===== src/rtl/pcs_pkg.sv =====
package pcs_pkg;

    typedef enum logic [2:0] {
        PS_RUN     = 3'd0,
        PS_HALT    = 3'd1,
        PS_GRANT   = 3'd2,
        PS_SNOOP   = 3'd3,
        PS_STOPPED = 3'd4
    } pwr_state_e;

    typedef struct packed {
        logic exec;
        logic iclk;
        logic pll;
    } pwr_en_t;

endpackage


===== src/rtl/pcs_restart_timer.sv =====
module pcs_restart_timer #(
    parameter int RESTART_CYCLES = 1000
) (
    input  logic clk,
    input  logic rst_n,
    input  logic count_en,
    output logic done
);
    localparam int CNT_W = (RESTART_CYCLES > 1) ? $clog2(RESTART_CYCLES) : 1;
    localparam logic [CNT_W-1:0] LAST = CNT_W'(RESTART_CYCLES - 1);

    logic [CNT_W-1:0] cnt_q;

    always_ff @(posedge clk) begin
        if (!rst_n || !count_en) begin
            cnt_q <= '0;
        end else if (cnt_q != LAST) begin
            cnt_q <= cnt_q + 1'b1;
        end
    end

    assign done = count_en && (cnt_q == LAST);

    // count never passes the last value
    assert_cnt_bound_R9: assert property (@(posedge clk) disable iff (!rst_n)
        cnt_q <= LAST);

    // dropping enable always restarts from zero
    assert_cnt_restart_R9: assert property (@(posedge clk) disable iff (!rst_n)
        !count_en |=> cnt_q == '0);
endmodule


===== src/rtl/pcs_hold_ctrl.sv =====
module pcs_hold_ctrl (
    input  logic clk,
    input  logic rst_n,
    input  logic hold_req,
    output logic hold_ack,
    output logic bus_float
);
    logic ack_q;

    always_ff @(posedge clk) begin
        if (!rst_n) begin
            ack_q <= 1'b0;
        end else begin
            ack_q <= hold_req;
        end
    end

    assign hold_ack  = ack_q;
    assign bus_float = ack_q;

    assert_hold_grant_R11: assert property (@(posedge clk) disable iff (!rst_n)
        hold_req |=> hold_ack);

    assert_hold_drop_R11: assert property (@(posedge clk) disable iff (!rst_n)
        !hold_req |=> !hold_ack && !bus_float);
endmodule


===== src/rtl/pcs_fsm.sv =====
module pcs_fsm
    import pcs_pkg::*;
(
    input  logic       clk,
    input  logic       rst_n,
    input  logic       stop_req,
    input  logic       halt_req,
    input  logic       irq_busy,
    input  logic       wake_irq,
    input  logic       snoop_hit,
    input  logic       snoop_done,
    input  logic       ext_clk_ok,
    input  logic       restart_done,
    output logic       timer_en,
    output pwr_en_t    en,
    output logic [2:0] state_code
);
    pwr_state_e state_q, state_d;
    pwr_state_e ret_q, ret_d;
    logic       stop_ok;

    assign stop_ok = stop_req && !irq_busy;

    always_comb begin
        state_d = state_q;
        ret_d   = ret_q;
        unique case (state_q)
            PS_RUN: begin
                if (stop_ok) begin
                    state_d = PS_GRANT;
                end else if (halt_req) begin
                    state_d = PS_HALT;
                end
            end
            PS_HALT: begin
                if (snoop_hit) begin
                    state_d = PS_SNOOP;
                    ret_d   = PS_HALT;
                end else if (wake_irq) begin
                    state_d = PS_RUN;
                end else if (stop_ok) begin
                    state_d = PS_GRANT;
                end
            end
            PS_GRANT: begin
                if (!ext_clk_ok) begin
                    state_d = PS_STOPPED;
                end else if (snoop_hit) begin
                    state_d = PS_SNOOP;
                    ret_d   = PS_GRANT;
                end else if (!stop_req) begin
                    state_d = PS_RUN;
                end
            end
            PS_SNOOP: begin
                if (snoop_done) begin
                    state_d = ret_q;
                end
            end
            PS_STOPPED: begin
                if (restart_done) begin
                    state_d = PS_GRANT;
                end
            end
            default: begin
                state_d = PS_RUN;
            end
        endcase
    end

    always_ff @(posedge clk) begin
        if (!rst_n) begin
            state_q <= PS_RUN;
            ret_q   <= PS_HALT;
        end else begin
            state_q <= state_d;
            ret_q   <= ret_d;
        end
    end

    always_comb begin
        en = '{exec: 1'b0, iclk: 1'b0, pll: 1'b0};
        unique case (state_q)
            PS_RUN:     en = '{exec: 1'b1, iclk: 1'b1, pll: 1'b1};
            PS_HALT:    en = '{exec: 1'b0, iclk: 1'b0, pll: 1'b1};
            PS_GRANT:   en = '{exec: 1'b0, iclk: 1'b0, pll: 1'b1};
            PS_SNOOP:   en = '{exec: 1'b0, iclk: 1'b1, pll: 1'b1};
            PS_STOPPED: en = '{exec: 1'b0, iclk: 1'b0, pll: 1'b0};
            default:    en = '{exec: 1'b0, iclk: 1'b0, pll: 1'b0};
        endcase
    end

    assign timer_en   = (state_q == PS_STOPPED) && ext_clk_ok;
    assign state_code = state_q;

    assert_ret_legal_R7: assert property (@(posedge clk) disable iff (!rst_n)
        state_q == PS_SNOOP |-> (ret_q == PS_HALT || ret_q == PS_GRANT));

    assert_snoop_return_R7: assert property (@(posedge clk) disable iff (!rst_n)
        (state_q == PS_SNOOP && snoop_done) |=> state_q == $past(ret_q));

    assert_snoop_entry_R6: assert property (@(posedge clk) disable iff (!rst_n)
        $rose(state_q == PS_SNOOP) |->
            ($past(state_q) == PS_HALT || $past(state_q) == PS_GRANT));

    assert_defer_R3: assert property (@(posedge clk) disable iff (!rst_n)
        (state_q == PS_RUN && irq_busy) |=> state_q != PS_GRANT);

    assert_grant_hold_R5: assert property (@(posedge clk) disable iff (!rst_n)
        (state_q == PS_GRANT && stop_req && ext_clk_ok && !snoop_hit) |=> state_q == PS_GRANT);

    assert_stop_entry_R8: assert property (@(posedge clk) disable iff (!rst_n)
        (state_q == PS_STOPPED && $past(state_q) != PS_STOPPED) |-> $past(state_q) == PS_GRANT);

    assert_stop_dark_R10: assert property (@(posedge clk) disable iff (!rst_n)
        state_q == PS_STOPPED |-> !en.pll && !en.iclk && !en.exec);
endmodule


===== src/rtl/clk_pwr_ctrl.sv =====
module clk_pwr_ctrl
    import pcs_pkg::*;
#(
    parameter int RESTART_CYCLES = 1000
) (
    input  logic       clk,
    input  logic       rst_n,
    input  logic       stop_req,
    input  logic       halt_req,
    input  logic       irq_busy,
    input  logic       wake_irq,
    input  logic       snoop_hit,
    input  logic       snoop_done,
    input  logic       hold_req,
    input  logic       ext_clk_ok,
    output logic       exec_en,
    output logic       iclk_en,
    output logic       pll_en,
    output logic       hold_ack,
    output logic       bus_float,
    output logic [2:0] state_code
);
    logic    timer_en;
    logic    restart_done;
    pwr_en_t en;

    pcs_fsm u_fsm (
        .clk          (clk),
        .rst_n        (rst_n),
        .stop_req     (stop_req),
        .halt_req     (halt_req),
        .irq_busy     (irq_busy),
        .wake_irq     (wake_irq),
        .snoop_hit    (snoop_hit),
        .snoop_done   (snoop_done),
        .ext_clk_ok   (ext_clk_ok),
        .restart_done (restart_done),
        .timer_en     (timer_en),
        .en           (en),
        .state_code   (state_code)
    );

    pcs_restart_timer #(
        .RESTART_CYCLES (RESTART_CYCLES)
    ) u_timer (
        .clk      (clk),
        .rst_n    (rst_n),
        .count_en (timer_en),
        .done     (restart_done)
    );

    pcs_hold_ctrl u_hold (
        .clk       (clk),
        .rst_n     (rst_n),
        .hold_req  (hold_req),
        .hold_ack  (hold_ack),
        .bus_float (bus_float)
    );

    assign exec_en = en.exec;
    assign iclk_en = en.iclk;
    assign pll_en  = en.pll;
endmodule


===== config.mk =====
export PLATFORM = sky130hd
export DESIGN_NAME = clk_pwr_ctrl
export DESIGN_NICKNAME = d
export VERILOG_FILES = /design/src/rtl/pcs_pkg.sv /design/src/rtl/pcs_restart_timer.sv /design/src/rtl/pcs_hold_ctrl.sv /design/src/rtl/pcs_fsm.sv /design/src/rtl/clk_pwr_ctrl.sv
export SDC_FILE = /design/constraint.sdc
export NUM_CORES = 1
export LEC_CHECK = 0
export ABC_AREA = 1
export ABC_CLOCK_PERIOD_IN_PS = 1290
export BUFFER_PORTS_ARGS = -buffer_cell sky130_fd_sc_hd__buf_2
export CAP_MARGIN = 20
export CORE_UTILIZATION = 42
export DETAILED_ROUTE_END_ITERATION = 10
export MAX_ROUTING_LAYER = met4
export PLACE_DENSITY_LB_ADDON = 0.2
export SYNTH_ARGS = -nofsm -noshare
export SYNTH_HDL_FRONTEND = slang
export SYNTH_SLANG_ARGS = --single-unit

===== constraint.sdc =====
create_clock -name clk -period 1.29 [get_ports clk]
set_input_delay 0.1935 -clock clk [delete_from_list [all_inputs] [get_ports clk]]
set_output_delay 0.1935 -clock clk [all_outputs]
set_load 0.05 [all_outputs]

==> results.toml, run 1 <==
[logic_synthesis]
syn-cell-area_um2 = 898.4
ys.warnings.count = 0
synth_cell_types = 20
ys_seq_area_frac = 0.3565
netlist_instances = 136
synth-seq-cells = 16
synth.net_count = 147
avgSynthCellArea_um2 = 6.606

[timing]
tightest_slew_ns = 0.2519
fin_skew_ns = 0.01154
hold_slack_ns = 0.09224
max_freq_mhz = 769.2
layout_min_cycle_time_ns = 1.300
timing.final.ws_setup_ns = -0.009987
setup_viol = 1
hold_viol = 0
slew_headroom = 0.8332
rsz0062_at_grt = "yes"
drv_slew = 0
post-route-period-util = 1.008

[die]
die_area_um2 = 2328
die_h_um = 48.25
core_area_um2 = 1982
io_pins = 18
die_width_um = 48.25
rows = 16
initial_utilization = 0.4533

[critical_path]
critical_path.max_fanout = 6
start_kind = "flip-flop"
crit_type = "reg2out"
end_kind = "output pin"
crit_required_ns = 1.10
cp.arrival_ns = 1.11

[clocking]
h-tree-depth = 1
cts_tree = "yes"
clock_path_buffers = 2
cts_sinks = 16
cts_buffers = 3
clk_latency_ns = 0.30
ctsHoldBuffers = 0
root_buffer = "clkbuf_4"
path_clk_slew_ns = 0.09

[final_layout]
stdcell_area_um2 = 1256
antenna_cells = 0
layout_commonest_cell = "nand2_1"
final_cell_mix = "nand2_1, inv_1, buf_2, a21oi_1, nand3_1"
drive_above_1_share = 0.4217
areaGrowthSynthToFinish_pct = 39.83
fin_nets = 178

[grt]
grt_max_degree = 10
grt_overflow = 0
grt_pass1_vias = 741
track_usage = 0.1901
grt_pass1_wl_mm = 2.987
antenna_found_initial = 0

[place]
placed_area_um2 = 1086
dp_hpwl_mm = 1.550
port_buffers = 17
gp_congestion = 0.8737

[detailed_routing]
dr.pass1.iters = 4
wl_per_cell_um = 11.26
avgViaCountPerCell = 5.145
drc = 0
drt-total-wl_mm = 2.173
via_count = 993
detail-route-antenna-nets = 0
drtIter0Drc = 25

[pwr]
p_per_area_nw_per_um2 = 1775
ir_drop_uv = 1001
cellLeakagePower_nw = 0.5436

[status]
outcome = "finished, violations left"
failed_checks = "negative setup slack"

[min_path]
holdCritPathClass = "in2reg"

[job]
max-cap-violations = 0
[per-layer routing]
layer / wire length (um) / global-route usage / vias up
met3: 87 / 0.03333 / 5
li1: - / - / 515
met2: 1085 / 0.2880 / 29
met5: 0 / - / -
met1: 969 / 0.2438 / 444
met4: 30 / 0.08889 / 0
[kinds of logic after synthesis]
logic type	count (synthesis)	share of synthesized area
AOI/OAI and AO/OA	28	0.1657
and+or+nand+nor	68	0.3593
buffers and inverters	23	0.1044
adders and majority gates	1	0.01393
DFF	16	0.3565
[sequential cells by signal (all words and copies together), names as in the netlist]
register          flops
u_hold.bus_float      1
u_fsm.state_code      3
u_fsm.ret_q           2
u_timer.cnt_q        10
[area by class of cell]
type	instances	area (um2)
timing repair buffer	28	195.2
multi-input combinational	97	574.3
clock buffer	4	26.28
tap	27	33.78
inverter	21	87.58
fill	172	725.7
sequential	16	339.1
[power by group]
group          total [W]  switching [W]  internal [W]
combinational    0.00127       0.000805      0.000465
clock           0.000286       0.000165      0.000120
sequential      0.000675       0.000112      0.000563
total            0.00223        0.00108       0.00115
[worst paths after layout]
path,depth (start not counted),from,slack (ns),to
min,3,hold_req,0.09,u_hold.bus_float$_SDFF_PN0_
max,4,u_fsm.state_code[1]$_SDFFE_PN0P_,-0.01,iclk_en
min reg2reg,1,u_timer.cnt_q[7]$_SDFFE_PP0N_,0.44,u_timer.cnt_q[7]$_SDFFE_PP0N_
max reg2reg,8,u_fsm.state_code[1]$_SDFFE_PN0P_,0.04,u_fsm.state_code[1]$_SDFFE_PN0P_
[critical path, cell delays in order, from the launching register on]
cell and delay [ns]:
dfxtp_4 0.39, inv_4 0.08, nand2_4 0.06, a21oi_4 0.12
buf_6 0.17
[stage by stage]
step | TNS, ns | total power [W] | util | setup slack [ns] | cells
after floorplan | -0.5109 | 0.001429 | - | -0.1542 | 136
after global placement | 0 | 0.001632 | 0.5480 | 0.02058 | 186
after detailed placement | -0.06651 | 0.001650 | 0.5480 | -0.03660 | 186
after CTS | -0.02032 | 0.002122 | 0.5979 | -0.01993 | 192
after global routing | -0.1519 | 0.002355 | 0.6338 | -0.04760 | 193
final | -0.009987 | 0.002230 | 0.6338 | -0.009987 | 193
[repair_timing]
action / in CTS / in global routing
resized for setup: 20 / 25
pin swaps: 4 / 13
gates cloned: 0 / 1
setup endpoints to repair: 5 / 14
setup buffers: 2 / 0
[synth_stat cells (all sizes together)]
cell type,number,share of area
a21oi,17,0.099
nand3,15,0.089
buf,2,0.017
o211a,1,0.011
ha,1,0.014
o21ai,10,0.056
nand3b,1,0.0084
inv,21,0.088
nand2,27,0.12
nand4,4,0.028
nor3,3,0.029
dfxtp,16,0.36
nor2,18,0.089
Power figures use the tool's default switching activity.
==> run 2: changes to the inputs <==
Settings changed: CTS_CLUSTER_SIZE from default to 8, SETUP_SLACK_MARGIN from default to 0.5.
==> results.toml, run 2 (synthesis gave the netlist of run 1 again) <==
[die]
initial_utilization = 0.4533
die_h_um = 48.25
io_pins = 18
die_area_um2 = 2328
die_width_um = 48.25
rows = 16
core_area_um2 = 1982

[detailed_routing]
wl_per_cell_um = 12.13
drtIter0Drc = 20
avgViaCountPerCell = 5.149
via_count = 1035
drt-total-wl_mm = 2.439
drc = 0
detail-route-antenna-nets = 0
dr.pass1.iters = 4

[clocking]
clk_latency_ns = 0.28
root_buffer = "clkbuf_4"
cts_sinks = 16
cts_buffers = 3
clock_path_buffers = 2
path_clk_slew_ns = 0.09
cts_tree = "yes"
h-tree-depth = 1

[critical_path]
end_kind = "output pin"
crit_type = "reg2out"
start_kind = "flip-flop"
reg2reg_setup_slack_ns = 0.03
cp.arrival_ns = 1.13
crit_required_ns = 1.10
r2r-start = "u_fsm.state_code[0]$_SDFFE_PN0P_"
reg2reg_to = "u_fsm.state_code[1]$_SDFFE_PN0P_"
reg2reg_depth = 8
crit_end = "iclk_en"
crit_start = "u_fsm.state_code[0]$_SDFFE_PN0P_"
critical_path.max_fanout = 6

[grt]
antenna_found_initial = 0
grt_pass1_vias = 864
grt_overflow = 0
track_usage = 0.2110
grt_pass1_wl_mm = 3.325
grt_max_degree = 10

[final_layout]
layout.cells.non_filler = 201
fin_nets = 186
drive_above_1_share = 0.5345
antenna_cells = 0
final_cell_mix = "nand2_1, inv_1, buf_4"
layout_commonest_cell = "nand2_1"
stdcell_area_um2 = 1455
largest_reg_flops = 10
regMostFlops = "u_timer.cnt_q"
utilization = 0.7342
areaGrowthSynthToFinish_pct = 61.98

[place]
place_ws_ns = 0.03268
gp_congestion = 0.8971
placed_area_um2 = 1120
place_inst = 184
port_buffers = 17
dp_hpwl_mm = 1.540

[timing]
hold_viol = 0
slew_headroom = 0.7977
tightest_slew_ns = 0.3003
post-route-period-util = 1.022
fin_skew_ns = 0.008407
setup_viol = 1
drv_slew = 0
rsz0062_at_grt = "yes"
layout_min_cycle_time_ns = 1.319
max_freq_mhz = 758.3
timing.final.ws_setup_ns = -0.02869

[status]
failed_checks = "negative setup slack"
outcome = "finished, violations left"

[min_path]
hold_path_depth = 3
holdCritPathClass = "in2reg"

[pwr]
ir_drop_uv = 1249
p_per_area_nw_per_um2 = 1642
cellLeakagePower_nw = 0.6308

[job]
max-cap-violations = 0
## run 2: what timing repair did
| action | 4_1_cts | 5_1_grt |
|---|---|---|
| cloned | 0 | 0 |
| setup buffers | 7 | 6 |
| resized for setup | 33 | 32 |
| pin swaps | 3 | 5 |
| endpoints found under the setup margin | 23 | 23 |
| endpoints found under the hold margin | 0 | 0 |
| hold buffers | 0 | 0 |
## run 2: per-stage QoR
stage | setup TNS [ns] | hold slack (ns) | total power, W
2_1_floorplan | -0.3600 | 0.2697 | 0.001484
3_3_place_gp | 0 | 0.3782 | 0.001692
3_5_place_dp | 0 | 0.3808 | 0.001699
4_1_cts | 0 | 0.07843 | 0.002178
5_1_grt | -0.4641 | 0.08742 | 0.002538
6_report | -0.02869 | 0.08186 | 0.002389
## run 2: critical path, cell delays in order (launching register included)
cell,delay [ns]
dfxtp_4,0.40
inv_4,0.07
nand2_4,0.06
a21oi_4,0.14
buf_8,0.16
## run 2: layout make-up
| cell class | instances | area, um2 |
|---|---|---|
| inverter | 21 | 87.58 |
| timing repair buffer | 36 | 305.3 |
| fill | 152 | 526.8 |
| clock buffer | 3 | 22.52 |
| tap | 27 | 33.78 |
| multi-input combinational | 97 | 655.6 |
| sequential | 16 | 346.6 |
| clock inverter | 1 | 3.754 |
## run 2: power by group
part,total (W),switching (W),internal (W)
Clock,0.000264,0.000152,0.000112
Sequential,0.000685,0.000126,0.000558
Combinational,0.00144,0.000859,0.000581
## run 2: how the worst min path moves through the flow
stage | startpoint | end | slack (ns)
after floorplan | rst_n | u_fsm.ret_q[0]$_SDFFE_PN1P_ | 0.27
after global placement | hold_req | u_hold.bus_float$_SDFF_PN0_ | 0.38
after detailed placement | hold_req | u_hold.bus_float$_SDFF_PN0_ | 0.38
after CTS | hold_req | u_hold.bus_float$_SDFF_PN0_ | 0.08
after global routing | hold_req | u_hold.bus_float$_SDFF_PN0_ | 0.09
final | hold_req | u_hold.bus_float$_SDFF_PN0_ | 0.08
## run 2: metal layers
layer,global-route usage,part of all wire,routed length (um)
met1,0.2067,0.41,999
met2,0.3973,0.56,1354
met3,0.04074,0.021,52
met4,0.08889,0.013,32
met5,-,0,0
